==> src/rtl/sync_shift_pkg.sv <==
package sync_shift_pkg;

  typedef enum logic {
    SRC_EXTERNAL = 1'b0,
    SRC_INTERNAL = 1'b1
  } clk_src_e;

  typedef struct packed {
    logic fall;
    logic rise;
  } sclk_evt_t;

endpackage

==> src/rtl/sync_shift_clkgen.sv <==
module sync_shift_clkgen
  import sync_shift_pkg::*;
#(
  parameter int SYNC_STAGES = 2
) (
  input  logic      clk_i,
  input  logic      rst_ni,
  input  clk_src_e  src_i,
  input  logic      bit_tick_i,
  input  logic      sclk_pin_i,
  input  logic      rxd_pin_i,
  input  logic      active_i,
  output logic      sclk_drv_o,
  output sclk_evt_t evt_o,
  output logic      rxd_sync_o
);

  localparam int MSB = SYNC_STAGES - 1;

  logic [SYNC_STAGES-1:0] sclk_sync_q, sclk_sync_d;
  logic [SYNC_STAGES-1:0] rxd_sync_q, rxd_sync_d;
  logic ext_prev_q, ext_prev_d;
  logic int_clk_q, int_clk_d;
  logic ext_fall, ext_rise;

  // synchronizer chains
  assign sclk_sync_d[0] = sclk_pin_i;
  assign rxd_sync_d[0]  = rxd_pin_i;
  for (genvar s = 1; s < SYNC_STAGES; s++) begin : g_chain
    assign sclk_sync_d[s] = sclk_sync_q[s-1];
    assign rxd_sync_d[s]  = rxd_sync_q[s-1];
  end

  always_comb begin
    ext_prev_d = sclk_sync_q[MSB];
    ext_fall   = ext_prev_q & ~sclk_sync_q[MSB];
    ext_rise   = ~ext_prev_q & sclk_sync_q[MSB];

    // generated clock rests high outside a transfer
    int_clk_d = int_clk_q;
    if (!active_i || (src_i == SRC_EXTERNAL)) begin
      int_clk_d = 1'b1;
    end else if (bit_tick_i) begin
      int_clk_d = ~int_clk_q;
    end

    if (src_i == SRC_INTERNAL) begin
      evt_o.fall = active_i & bit_tick_i & int_clk_q;
      evt_o.rise = active_i & bit_tick_i & ~int_clk_q;
    end else begin
      evt_o.fall = active_i & ext_fall;
      evt_o.rise = active_i & ext_rise;
    end
  end

  always_ff @(posedge clk_i or negedge rst_ni) begin
    if (!rst_ni) begin
      sclk_sync_q <= '1;
      rxd_sync_q  <= '1;
      ext_prev_q  <= 1'b1;
      int_clk_q   <= 1'b1;
    end else begin
      sclk_sync_q <= sclk_sync_d;
      rxd_sync_q  <= rxd_sync_d;
      ext_prev_q  <= ext_prev_d;
      int_clk_q   <= int_clk_d;
    end
  end

  assign sclk_drv_o = int_clk_q;
  assign rxd_sync_o = rxd_sync_q[MSB];

endmodule

==> src/rtl/sync_shift_tx.sv <==
module sync_shift_tx #(
  parameter int DATA_W = 8
) (
  input  logic              clk_i,
  input  logic              rst_ni,
  input  logic              wr_en_i,
  input  logic [DATA_W-1:0] wr_data_i,
  input  logic              rise_i,
  input  logic              done_i,
  output logic              load_o,
  output logic              busy_o,
  output logic              txd_o,
  output logic              empty_o
);

  logic [DATA_W-1:0] hold_q, hold_d;
  logic              hold_en;
  logic              hold_full_q, hold_full_d;
  logic [DATA_W-1:0] shf_q, shf_d;
  logic              shf_en;
  logic              busy_q, busy_d;

  assign load_o = hold_full_q & (~busy_q | done_i);

  always_comb begin
    hold_en     = wr_en_i;
    hold_d      = wr_data_i;
    hold_full_d = wr_en_i | (hold_full_q & ~load_o);

    shf_en = 1'b0;
    shf_d  = shf_q;
    busy_d = busy_q;
    if (load_o) begin
      shf_en = 1'b1;
      shf_d  = hold_q;
      busy_d = 1'b1;
    end else if (done_i) begin
      shf_en = 1'b1;
      shf_d  = '1;
      busy_d = 1'b0;
    end else if (rise_i && busy_q) begin
      shf_en = 1'b1;
      shf_d  = {1'b1, shf_q[DATA_W-1:1]};
    end
  end

  always_ff @(posedge clk_i or negedge rst_ni) begin
    if (!rst_ni) begin
      hold_q      <= '0;
      hold_full_q <= 1'b0;
      shf_q       <= '1;
      busy_q      <= 1'b0;
    end else begin
      if (hold_en) hold_q <= hold_d;
      if (shf_en)  shf_q  <= shf_d;
      hold_full_q <= hold_full_d;
      busy_q      <= busy_d;
    end
  end

  assign busy_o  = busy_q;
  assign txd_o   = shf_q[0];
  assign empty_o = ~hold_full_q;

endmodule

==> src/rtl/sync_shift_rx.sv <==
module sync_shift_rx #(
  parameter int DATA_W = 8
) (
  input  logic              clk_i,
  input  logic              rst_ni,
  input  logic              fall_i,
  input  logic              rxd_i,
  input  logic              done_i,
  input  logic              rd_en_i,
  output logic [DATA_W-1:0] rd_data_o,
  output logic              full_o
);

  logic [DATA_W-1:0] shf_q, shf_d;
  logic [DATA_W-1:0] buf_q;
  logic              full_q, full_d;

  always_comb begin
    shf_d  = {rxd_i, shf_q[DATA_W-1:1]};
    full_d = done_i | (full_q & ~rd_en_i);
  end

  always_ff @(posedge clk_i or negedge rst_ni) begin
    if (!rst_ni) begin
      shf_q  <= '0;
      buf_q  <= '0;
      full_q <= 1'b0;
    end else begin
      if (fall_i) shf_q <= shf_d;
      if (done_i) buf_q <= shf_q;
      full_q <= full_d;
    end
  end

  assign rd_data_o = buf_q;
  assign full_o    = full_q;

endmodule

==> src/rtl/sync_shift_unit.sv <==
module sync_shift_unit
  import sync_shift_pkg::*;
#(
  parameter int DATA_W      = 8,
  parameter int SYNC_STAGES = 2
) (
  input  logic              clk_i,
  input  logic              rst_ni,
  input  logic              clk_int_sel_i,
  input  logic              bit_tick_i,
  input  logic              sclk_i,
  output logic              sclk_o,
  output logic              sclk_oe_o,
  output logic              txd_o,
  input  logic              rxd_i,
  input  logic              wr_en_i,
  input  logic [DATA_W-1:0] wr_data_i,
  output logic              tx_empty_o,
  input  logic              rd_en_i,
  output logic [DATA_W-1:0] rd_data_o,
  output logic              rx_full_o,
  output logic              busy_o
);

  localparam int CNT_W = (DATA_W > 1) ? $clog2(DATA_W) : 1;
  localparam logic [CNT_W-1:0] LAST_BIT = CNT_W'(DATA_W - 1);

  sclk_evt_t        evt;
  logic             rxd_sync;
  logic             load;
  logic             busy;
  logic             done;
  logic [CNT_W-1:0] cnt_q, cnt_d;

  sync_shift_clkgen #(
    .SYNC_STAGES(SYNC_STAGES)
  ) u_clkgen (
    .clk_i      (clk_i),
    .rst_ni     (rst_ni),
    .src_i      (clk_src_e'(clk_int_sel_i)),
    .bit_tick_i (bit_tick_i),
    .sclk_pin_i (sclk_i),
    .rxd_pin_i  (rxd_i),
    .active_i   (busy),
    .sclk_drv_o (sclk_o),
    .evt_o      (evt),
    .rxd_sync_o (rxd_sync)
  );

  // bit counter: cleared on load and at the end of a byte
  assign done = evt.rise & (cnt_q == LAST_BIT);

  always_comb begin
    cnt_d = cnt_q;
    if (load || done) begin
      cnt_d = '0;
    end else if (evt.rise) begin
      cnt_d = cnt_q + 1'b1;
    end
  end

  always_ff @(posedge clk_i or negedge rst_ni) begin
    if (!rst_ni) begin
      cnt_q <= '0;
    end else begin
      cnt_q <= cnt_d;
    end
  end

  sync_shift_tx #(
    .DATA_W(DATA_W)
  ) u_tx (
    .clk_i     (clk_i),
    .rst_ni    (rst_ni),
    .wr_en_i   (wr_en_i),
    .wr_data_i (wr_data_i),
    .rise_i    (evt.rise),
    .done_i    (done),
    .load_o    (load),
    .busy_o    (busy),
    .txd_o     (txd_o),
    .empty_o   (tx_empty_o)
  );

  sync_shift_rx #(
    .DATA_W(DATA_W)
  ) u_rx (
    .clk_i     (clk_i),
    .rst_ni    (rst_ni),
    .fall_i    (evt.fall),
    .rxd_i     (rxd_sync),
    .done_i    (done),
    .rd_en_i   (rd_en_i),
    .rd_data_o (rd_data_o),
    .full_o    (rx_full_o)
  );

  assign sclk_oe_o = clk_int_sel_i;
  assign busy_o    = busy;

endmodule

==> config.mk <==
export PLATFORM = sky130hd
export DESIGN_NAME = sync_shift_unit
export DESIGN_NICKNAME = d
export VERILOG_FILES = /design/src/rtl/sync_shift_pkg.sv /design/src/rtl/sync_shift_clkgen.sv /design/src/rtl/sync_shift_tx.sv /design/src/rtl/sync_shift_rx.sv /design/src/rtl/sync_shift_unit.sv
export SDC_FILE = /design/constraint.sdc
export NUM_CORES = 1
export LEC_CHECK = 0
export CAP_MARGIN = 30
export CORE_MARGIN = 10
export CORE_UTILIZATION = 62
export DETAILED_ROUTE_END_ITERATION = 10
export DONT_BUFFER_PORTS = 1
export PLACE_DENSITY_LB_ADDON = 0.3
export RECOVER_POWER = 100
export SLEW_MARGIN = 25
export SYNTH_ARGS = -nofsm -noshare
export SYNTH_HDL_FRONTEND = slang
export SYNTH_SLANG_ARGS = --single-unit
==> constraint.sdc <==
create_clock -name clk_i -period 2.3 [get_ports clk_i]
set_input_delay 0.23 -clock clk_i [delete_from_list [all_inputs] [get_ports clk_i]]
set_output_delay 0.23 -clock clk_i [all_outputs]
set_load 0.05 [all_outputs]
* After elaboration in Yosys (flattened, before gate mapping) *
Cells that the tools add are included.

storage, ports and cells
  memory bits (writable) = 0
  output and inout bits = 14
  memories = 0
  word-level logic and storage cells = 58
  memory bits (read-only) = 0
  bits in latches = 0
  bits in registers = 44

cells by class
  shift-type cells = 0
  reduce and logical (&&, ||, !) cells = 9
  $lt $le $gt $ge = 0
  equality and inequality tests = 1
  div/mod/pow operators = 0
  multiply operators = 0
  add/sub/neg operators = 1
  mux-type cells = 13
  bitwise gates (word level) = 22

operators by type and width
  operator             number
  $mux 8               3
  $and 1x1->1          11
  $not 1->1            8
  $mux 1               7
  $mux 3               2
  $reduce_bool 2->1    3
  $add 3x1->3 const B  1
  $eq 3x3->1 const B   1
  $or 1x1->1           3
  $reduce_bool 3->1    1
  $logic_or 1x1->1     2
  $mux 2               1
  $reduce_and 2->1     1
  $logic_and 1x1->1    1
  $logic_not 1->1      1

* Depth between registers and ports, before layout *
Gate-level depths: netlist of the first run.

  word-level depth = 10
  depth in mapped cells = 7
  depth with buffers taken out = 6

* By module *
Synthesis of the first run repeated with hierarchy kept, for this count alone.

second synthesis, totals
  cells, all modules = 131
  area total of the unflattened synthesis = 1909.3 um2

by module, submodules not included
  module             instances  seq. area each (um2)  area each (um2)  cells each
  sync_shift_tx      1          460.4                 823.3            64
  sync_shift_rx      1          425.4                 700.7            37
  sync_shift_clkgen  1          157.7                 215.2            16
  sync_shift_unit    1          75.1                  170.2            14

* Worst setup path after synthesis of the first run *
OpenSTA, ideal clock, no wires.

  path kind = register to register
  start = reg u_tx.busy_q, in the netlist u_tx.busy_o
  end = reg u_rx.buf_q[0], in the netlist u_rx.rd_data_o[0]
  slack = 560 ps
  arrival = 1616 ps
  buffers on the path = 1
  library setup time = 125 ps
  clock period less this slack = 1740 ps
  cell stages (with the launch flop) = 5
  cell sequence = dfrtp_1 nand4b_2 a21bo_1 buf_4 mux2_2

between the ends
  longest elaborated chain between the ends = 4
  elaborated cells between the ends (all ways) = 5
  classes of those cells = 1 x mux; 4 x bitwise

RTL lines
  element                    line                     text
  start: declaration         sync_shift_tx.sv:21      logic busy_q, busy_d;
  start signal: assignment   sync_shift_tx.sv:57      busy_q <= busy_d;
  $and 1x1->1 (2 in series)  sync_shift_clkgen.sv:49  evt_o.rise = active_i & bit_tick_i & ~int_clk_q;
  $mux 2 *                   sync_shift_clkgen.sv:47  if (src_i == SRC_INTERNAL) begin
  $and 1x1->1 *              sync_shift_unit.sv:51    assign done = evt.rise & (cnt_q == LAST_BIT);
  end signal: assignment     sync_shift_rx.sv:30      if (done_i) buf_q <= shf_q;
  end: declaration           sync_shift_rx.sv:15      logic [DATA_W-1:0] buf_q;

Mark *: on every way between the ends. The rest lies on a longest branch, timed or not.
A chain may end at the register's enable or synchronous reset.

* Worst setup path in the final report of the first run *
  start = reg u_clkgen.int_clk_q, in the netlist u_clkgen.sclk_drv_o
  end = reg u_tx.shf_q[3]

between the ends
  longest elaborated chain between the ends = 8
  elaborated cells between the ends (all ways) = 14
  classes of those cells = 6 x mux; 5 x bitwise; 3 x reduce/logical

RTL lines
  element                                                       line                                        text
  start: declaration                                            sync_shift_clkgen.sv:23                     logic int_clk_q, int_clk_d;
  start signal: assignment                                      sync_shift_clkgen.sv:66                     int_clk_q <= int_clk_d;
  $not 1->1 *                                                   sync_shift_clkgen.sv:49
  $and 1x1->1 *                                                 sync_shift_clkgen.sv:49
  $mux 2 *                                                      sync_shift_clkgen.sv:47
  $and 1x1->1 or $logic_and 1x1->1 (tied branches)              sync_shift_unit.sv:51, sync_shift_tx.sv:41
  $or 1x1->1 or $mux 1 (tied branches)                          sync_shift_tx.sv:23, sync_shift_tx.sv:41
  $and 1x1->1 or $mux 1 (tied branches)                         sync_shift_tx.sv:23, sync_shift_tx.sv:37
  $reduce_bool 3->1 (no source line) or $mux 1 (tied branches)  --
  $reduce_and 2->1 (no source line)                             --
  end signal: assignment                                        sync_shift_tx.sv:51                         shf_q <= '1;
  end signal: assignment                                        sync_shift_tx.sv:55                         if (shf_en) shf_q <= shf_d;
  end: declaration                                              sync_shift_tx.sv:19                         logic [DATA_W-1:0] shf_q, shf_d;

Marked as above.

==> flow_summary.json, run 1 <==
{
  "drc": 0,
  "tightestPinTransition_ns": 1.025,
  "fin_crit_ns": 2.069,
  "place_ws_ns": 0.4035,
  "track_usage_pct": 12.44,
  "layout_common_cells": "dfrtp_1 (30), mux2_2 (24), dlygate4sd3_1 (12), dfstp_2 (12), nand2b_1 (9)",
  "multi_input_area_um2": 649.4,
  "timing_max_transition_violations_final": 0,
  "fin_ws_ns": 0.2305,
  "synth_warnings": 0,
  "die_area_um2": 5457,
  "synth-simple-area-share_pct": 9.875,
  "syn-cell-area_um2": 1799,
  "place_inst": 151,
  "final-seq-area_um2": 1119,
  "overflow": 0,
  "met2_usage_pct": 17.33,
  "ios": 30,
  "drt_first_pass_iters": 4,
  "htreeDepth": 2,
  "ff2ff_path_depth": 5,
  "via_per_inst": 6.041,
  "finalSetupTns_ns": 0,
  "critical_path_arrival_ns": 2.37,
  "nets": 158,
  "fp-row-count": 19,
  "initial_core_util_pct": 65.25,
  "vdd_drop_max_uv": 1182,
  "cts_buffers": 5,
  "cts-root-buf": "clkbuf_4",
  "synth_top_family_by_area": "multiplexers",
  "fin_worst_skew_ns": 0.01001,
  "cp-endpoint": "u_tx.shf_q[3]",
  "antenna_left": 0,
  "wl_um": 3214,
  "die_h_um": 73.87,
  "clock-sinks": 44,
  "status": "completed",
  "chipWidth_um": 73.87,
  "yosysUniqueCellTypes": 30,
  "worst_setup_path_start_kind": "register",
  "io_buffers": 0,
  "rsz0062_at_grt": "no",
  "grt_util_met3_pct": 5.384,
  "wl_per_cell_um": 18.69,
  "grt_use_met1_pct": 15.28,
  "grt_antenna_before_repair": 0,
  "max_freq_mhz": 483.2,
  "cts.path.max_buffers": 2,
  "syn_nets": 139,
  "grt_pass1_vias": 1070,
  "hold_path_depth": 1,
  "cts_tree": "built",
  "clk_pin_slew_ns": 0.13,
  "place_area_um2": 1837,
  "yosys.area_share.xor_xnor_pct": 0,
  "syn_inst": 121,
  "vias": 1039,
  "fin_crit_sh_pct": 89.98,
  "synth-adder-area-share_pct": 1.391,
  "power_density_nw_per_um2": 1030,
  "end_kind": "register",
  "grt_pass1_wl_um": 5188,
  "final_cells": 172,
  "hold_viol": 0,
  "rr_endpoint": "u_tx.shf_q[3]",
  "final_area_um2": 2021,
  "crit_type": "register to register",
  "final_common_cell": "dfrtp_1",
  "fillCellCount": 180,
  "area_growth_pct": 12.31,
  "slew_headroom_pct": 31.67,
  "startpoint": "u_clkgen.sclk_drv_o",
  "whs_ns": 0.01258,
  "yosysSeqAreaShare_pct": 62.17,
  "insertion_delay_ns": 0.36,
  "reg2reg_slack_ns": 0.23,
  "p_leak_uw": 0.0008437,
  "synth_seq_cells": 44,
  "rr_startpoint": "u_clkgen.sclk_drv_o",
  "hp-class": "primary input to register",
  "drv_cap": 0,
  "crit_required_ns": 2.60,
  "core_area_um2": 2758,
  "gp_congestion": 0.7582,
  "drtIter0Drc": 46,
  "busiest_layer": "met2",
  "grt_start_max_net_pins": 45,
  "antenna_cells": 0,
  "setup_viol": 0,
  "synth_compound_gate_area_share_pct": 9.249,
  "dp_hpwl_um": 2192,
  "drive_above_1_share_pct": 41.13,
  "path_max_fanout": 7,
  "avgSynthCellArea_um2": 14.87,
  "muxShareOfSynthArea_pct": 15.58
}
## power by group
part           total [uW]  leakage, uW  switching (uW)  internal [uW]
clock network         398    0.0000305             250            148
registers            1340     0.000513             318           1020
logic                 348     0.000300             130            218
total                2080     0.000844             699           1380
## cell type report
class | instances | area share (%)
Clock inverter | 2 | 0.7430
Tap cell | 31 | 1.920
Multi-Input combinational cell | 71 | 32.14
Timing Repair Buffer | 16 | 6.935
Clock buffer | 6 | 2.539
Sequential cell | 44 | 55.36
Inverter | 2 | 0.3715
## cells in the mapped netlist, drive strengths merged
cell	number	area share, %
ha	2	1.4
a32o	1	0.56
mux2i	1	0.56
dfrtp	30	42
o221a	7	4.4
nand3b	2	0.83
and3	1	0.35
inv	2	0.42
nand4b	2	1.3
or2	1	0.35
o21ai	2	0.56
mux2	24	15
nor2	4	0.83
a21o	1	0.42
dfstp	14	20
o211ai	2	1.9
clkbuf	1	0.21
buf	3	1.1
a21bo	1	0.56
nand4	1	0.35
nand2	3	0.63
nand4bb	2	1.5
a21oi	2	0.56
nand3	2	0.56
nand2b	9	3.1
a31oi	1	0.35
## what timing repair did
item / 4_1_cts / 5_1_grt
buffers inserted: 0 / 0
hold endpoints to repair: 50 / 3
hold buffers: 9 / 4
resized for setup: 0 / 0
## layer usage
| metal | share of wire (%) | up-vias | wire, um |
|---|---|---|---|
| met5 | 0 | - | 0 |
| met4 | 2.4 | 0 | 76 |
| met3 | 7.5 | 7 | 241 |
| met2 | 48 | 26 | 1543 |
| met1 | 42 | 524 | 1352 |
| li1 | - | 482 | - |
## registers in the layout, indices dropped and copies added, names as in the netlist
signal	cells
u_tx.busy_o	1
u_rx.rd_data_o	8
u_tx.shf_q	8
u_rx.full_o	1
u_clkgen.sclk_drv_o	1
u_tx.hold_q	8
u_tx.hold_full_q	1
cnt_q	3
u_clkgen.sclk_sync_q	2
u_clkgen.ext_prev_q	1
u_clkgen.rxd_sync_q	2
u_rx.shf_q	8
## cells by family after synthesis
kind of cell | Yosys count
adder cells (fa/ha/maj) | 2
buffers and inverters | 6
AND/OR/NAND/NOR | 27
AO/OA/AOI/OAI | 17
multiplexers | 25
flip-flops | 44
## how the worst min path moves through the flow
| stage | from | end | slack [ns] |
|---|---|---|---|
| after global routing | wr_data_i[3] | u_tx.hold_q[3] | 0.00002 |
| after detailed placement | rst_ni | u_tx.hold_q[0] | -0.06 |
| after global placement | rst_ni | u_tx.hold_full_q | -0.06 |
| after CTS | wr_data_i[1] | u_tx.hold_q[1] | 0.0008 |
| final | wr_data_i[6] | u_tx.hold_q[6] | 0.01 |
| after floorplan | rst_ni | cnt_q[0] | -0.07 |
## critical path: stages, from the launching register on
cell      delay (ns)
dfstp_2         0.55
clkbuf_1        0.56
nand4b_1        0.22
and3_1          0.25
o211ai_4        0.14
o221a_2         0.29
## through the flow
stage / total power (uW) / util [%]
floorplan: 1592 / -
global placement: 1642 / 66.61
detailed placement: 1681 / 66.61
CTS: 2106 / 72.64
global route: 2198 / 73.28
finish: 2082 / 73.28
(Power assumes the default switching activity.)
==> run 2: changes to the inputs <==
==> constraint.sdc (replaced) <==
create_clock -name clk_i -period 2.3 [get_ports clk_i]
set_input_delay 0 -clock clk_i [delete_from_list [all_inputs] [get_ports clk_i]]
set_output_delay 0 -clock clk_i [all_outputs]
set_load 0.05 [all_outputs]
==> run 2 against run 1 <==
Against the previous run: the run now ends with capacitance limit, slew limit left; die area unchanged; routed wire length up 0.62%; sequential share of layout area is 1.1 points lower; critical path type unchanged; largest cell class unchanged.
==> flow_summary.json, run 2 (same netlist as run 1, synthesis figures left out) <==
{
  "drtIter0Drc": 54,
  "wl_per_cell_um": 18.38,
  "drt_first_pass_iters": 4,
  "clock-sinks": 44,
  "fp-row-count": 19,
  "vias": 1062,
  "cts-root-buf": "clkbuf_4",
  "slew_headroom_pct": -21.21,
  "ctsResizeCount": 0,
  "clkPwrFrac_pct": 19.1,
  "end_kind": "register",
  "die_area_um2": 5457,
  "gp_congestion": 0.7582,
  "setup_viol": 0,
  "crit_type": "register to register",
  "via_per_inst": 6.034,
  "drc": 0,
  "timing_max_transition_violations_final": 45,
  "insertion_delay_ns": 0.37,
  "ios": 30,
  "cts_tree": "built",
  "dp_hpwl_um": 2192,
  "post_cts_buffers": 0,
  "hold_viol": 0,
  "grt_pass1_vias": 1108,
  "grt_pass1_wl_um": 5354,
  "fin_crit_ns": 2.078,
  "grt_start_max_net_pins": 45,
  "hp-class": "primary input to primary output",
  "final_area_um2": 2061,
  "cts_buffers": 5,
  "cts_hold_buffers": 16,
  "crit_required_ns": 2.60,
  "io_buffers": 0,
  "power_density_nw_per_um2": 1014,
  "tightestPinTransition_ns": 1.815,
  "grt_use_met1_pct": 16.02,
  "place_area_um2": 1837,
  "met2_usage_pct": 17.90,
  "initial_core_util_pct": 65.25,
  "max_freq_mhz": 481.1,
  "drive_above_1_share_pct": 39.58,
  "fin_crit_sh_pct": 90.37,
  "swShare_pct": 33.66,
  "nets": 161,
  "die_h_um": 73.87,
  "antenna_left": 0,
  "final_common_cell": "dfrtp_1",
  "fillCellCount": 172,
  "p_seq_share_pct": 63.9,
  "worst_setup_path_start_kind": "register",
  "critical_path_arrival_ns": 2.38,
  "power_switching_uw": 703.3,
  "track_usage_pct": 12.78,
  "overflow": 0,
  "grt_antenna_before_repair": 1,
  "core_area_um2": 2758,
  "chipWidth_um": 73.87,
  "htreeDepth": 2,
  "layout_common_cells": "dfrtp_1 (30), mux2_2 (24), dlygate4sd3_1 (15)",
  "fin_worst_skew_ns": 0.01275,
  "area_growth_pct": 14.53,
  "cts.path.max_buffers": 2,
  "status": "finished, violations left",
  "busiest_layer": "met2",
  "vdd_drop_max_uv": 1187,
  "finalSetupTns_ns": 0,
  "clk_pin_slew_ns": 0.13,
  "path_max_fanout": 7,
  "p_leak_uw": 0.0008651,
  "reg2reg_slack_ns": 0.22,
  "wl_um": 3234,
  "rsz0062_at_grt": "no",
  "p_comb_share_pct": 16.9,
  "violations": "capacitance limit, slew limit",
  "internal_power_uw": 1386,
  "grt_util_met3_pct": 4.980,
  "drv_cap": 1
}
## run 2: power groups by stage
stage               Clock, uW  Combinational [uW]  Sequential (uW)
floorplan                   0                 276             1320
global placement            0                 296             1350
detailed placement          0                 322             1360
CTS                       410                 364             1340
global route              441                 395             1370
finish                    400                 354             1340
## run 2: final timing paths
kind	endpoint	cells past startpoint	start
worst max-delay path	u_tx.shf_q[4]	5	u_clkgen.sclk_drv_o
worst min-delay path	sclk_oe_o	0	clk_int_sel_i
max in group asynchronous	u_tx.hold_q[5]	2	rst_ni
worst min register to register	u_clkgen.rxd_sync_q[1]	0	u_clkgen.rxd_sync_q[0]
min in group asynchronous	u_rx.full_o	2	rst_ni
worst max register to register	u_tx.shf_q[4]	5	u_clkgen.sclk_drv_o
## run 2: metrics by stage
stage	utilization, %	instances	hold slack (ns)	worst slack [ns]	power, uW
floorplan	-	121	-0.2956	0.5597	1592
global placement	66.61	151	-0.2940	0.5064	1642
detailed placement	66.61	151	-0.2939	0.4035	1681
CTS	75.18	175	0.0007124	0.3745	2117
global route	74.73	176	0.0001313	0.1347	2205
finish	74.73	176	0.00002467	0.2216	2089
## run 2: cell type report
type | count | area (um^2) | share of cell area, %
diodes | 1 | 2.502 | 0.1214
clock buffers | 6 | 51.30 | 2.489
clock inverters | 2 | 15.01 | 0.7286
inverters | 2 | 7.507 | 0.3643
multi-input cells | 71 | 649.4 | 31.51
flip-flops and latches | 44 | 1119 | 54.28
well taps | 31 | 38.79 | 1.882
repair buffers | 19 | 177.7 | 8.622
## run 2: metal layers
layer	up-vias	share of wire (%)
met4	0	2.4
met2	32	47
met1	532	43
met3	7	7.4
met5	-	0
li1	491	-
## run 2: critical path, stage by stage, from the launching register on
cell and delay [ns]:
dfstp_2 0.55, clkbuf_1 0.56, nand4b_1 0.22, and3_1 0.25, o211ai_4 0.14, o221a_2 0.29
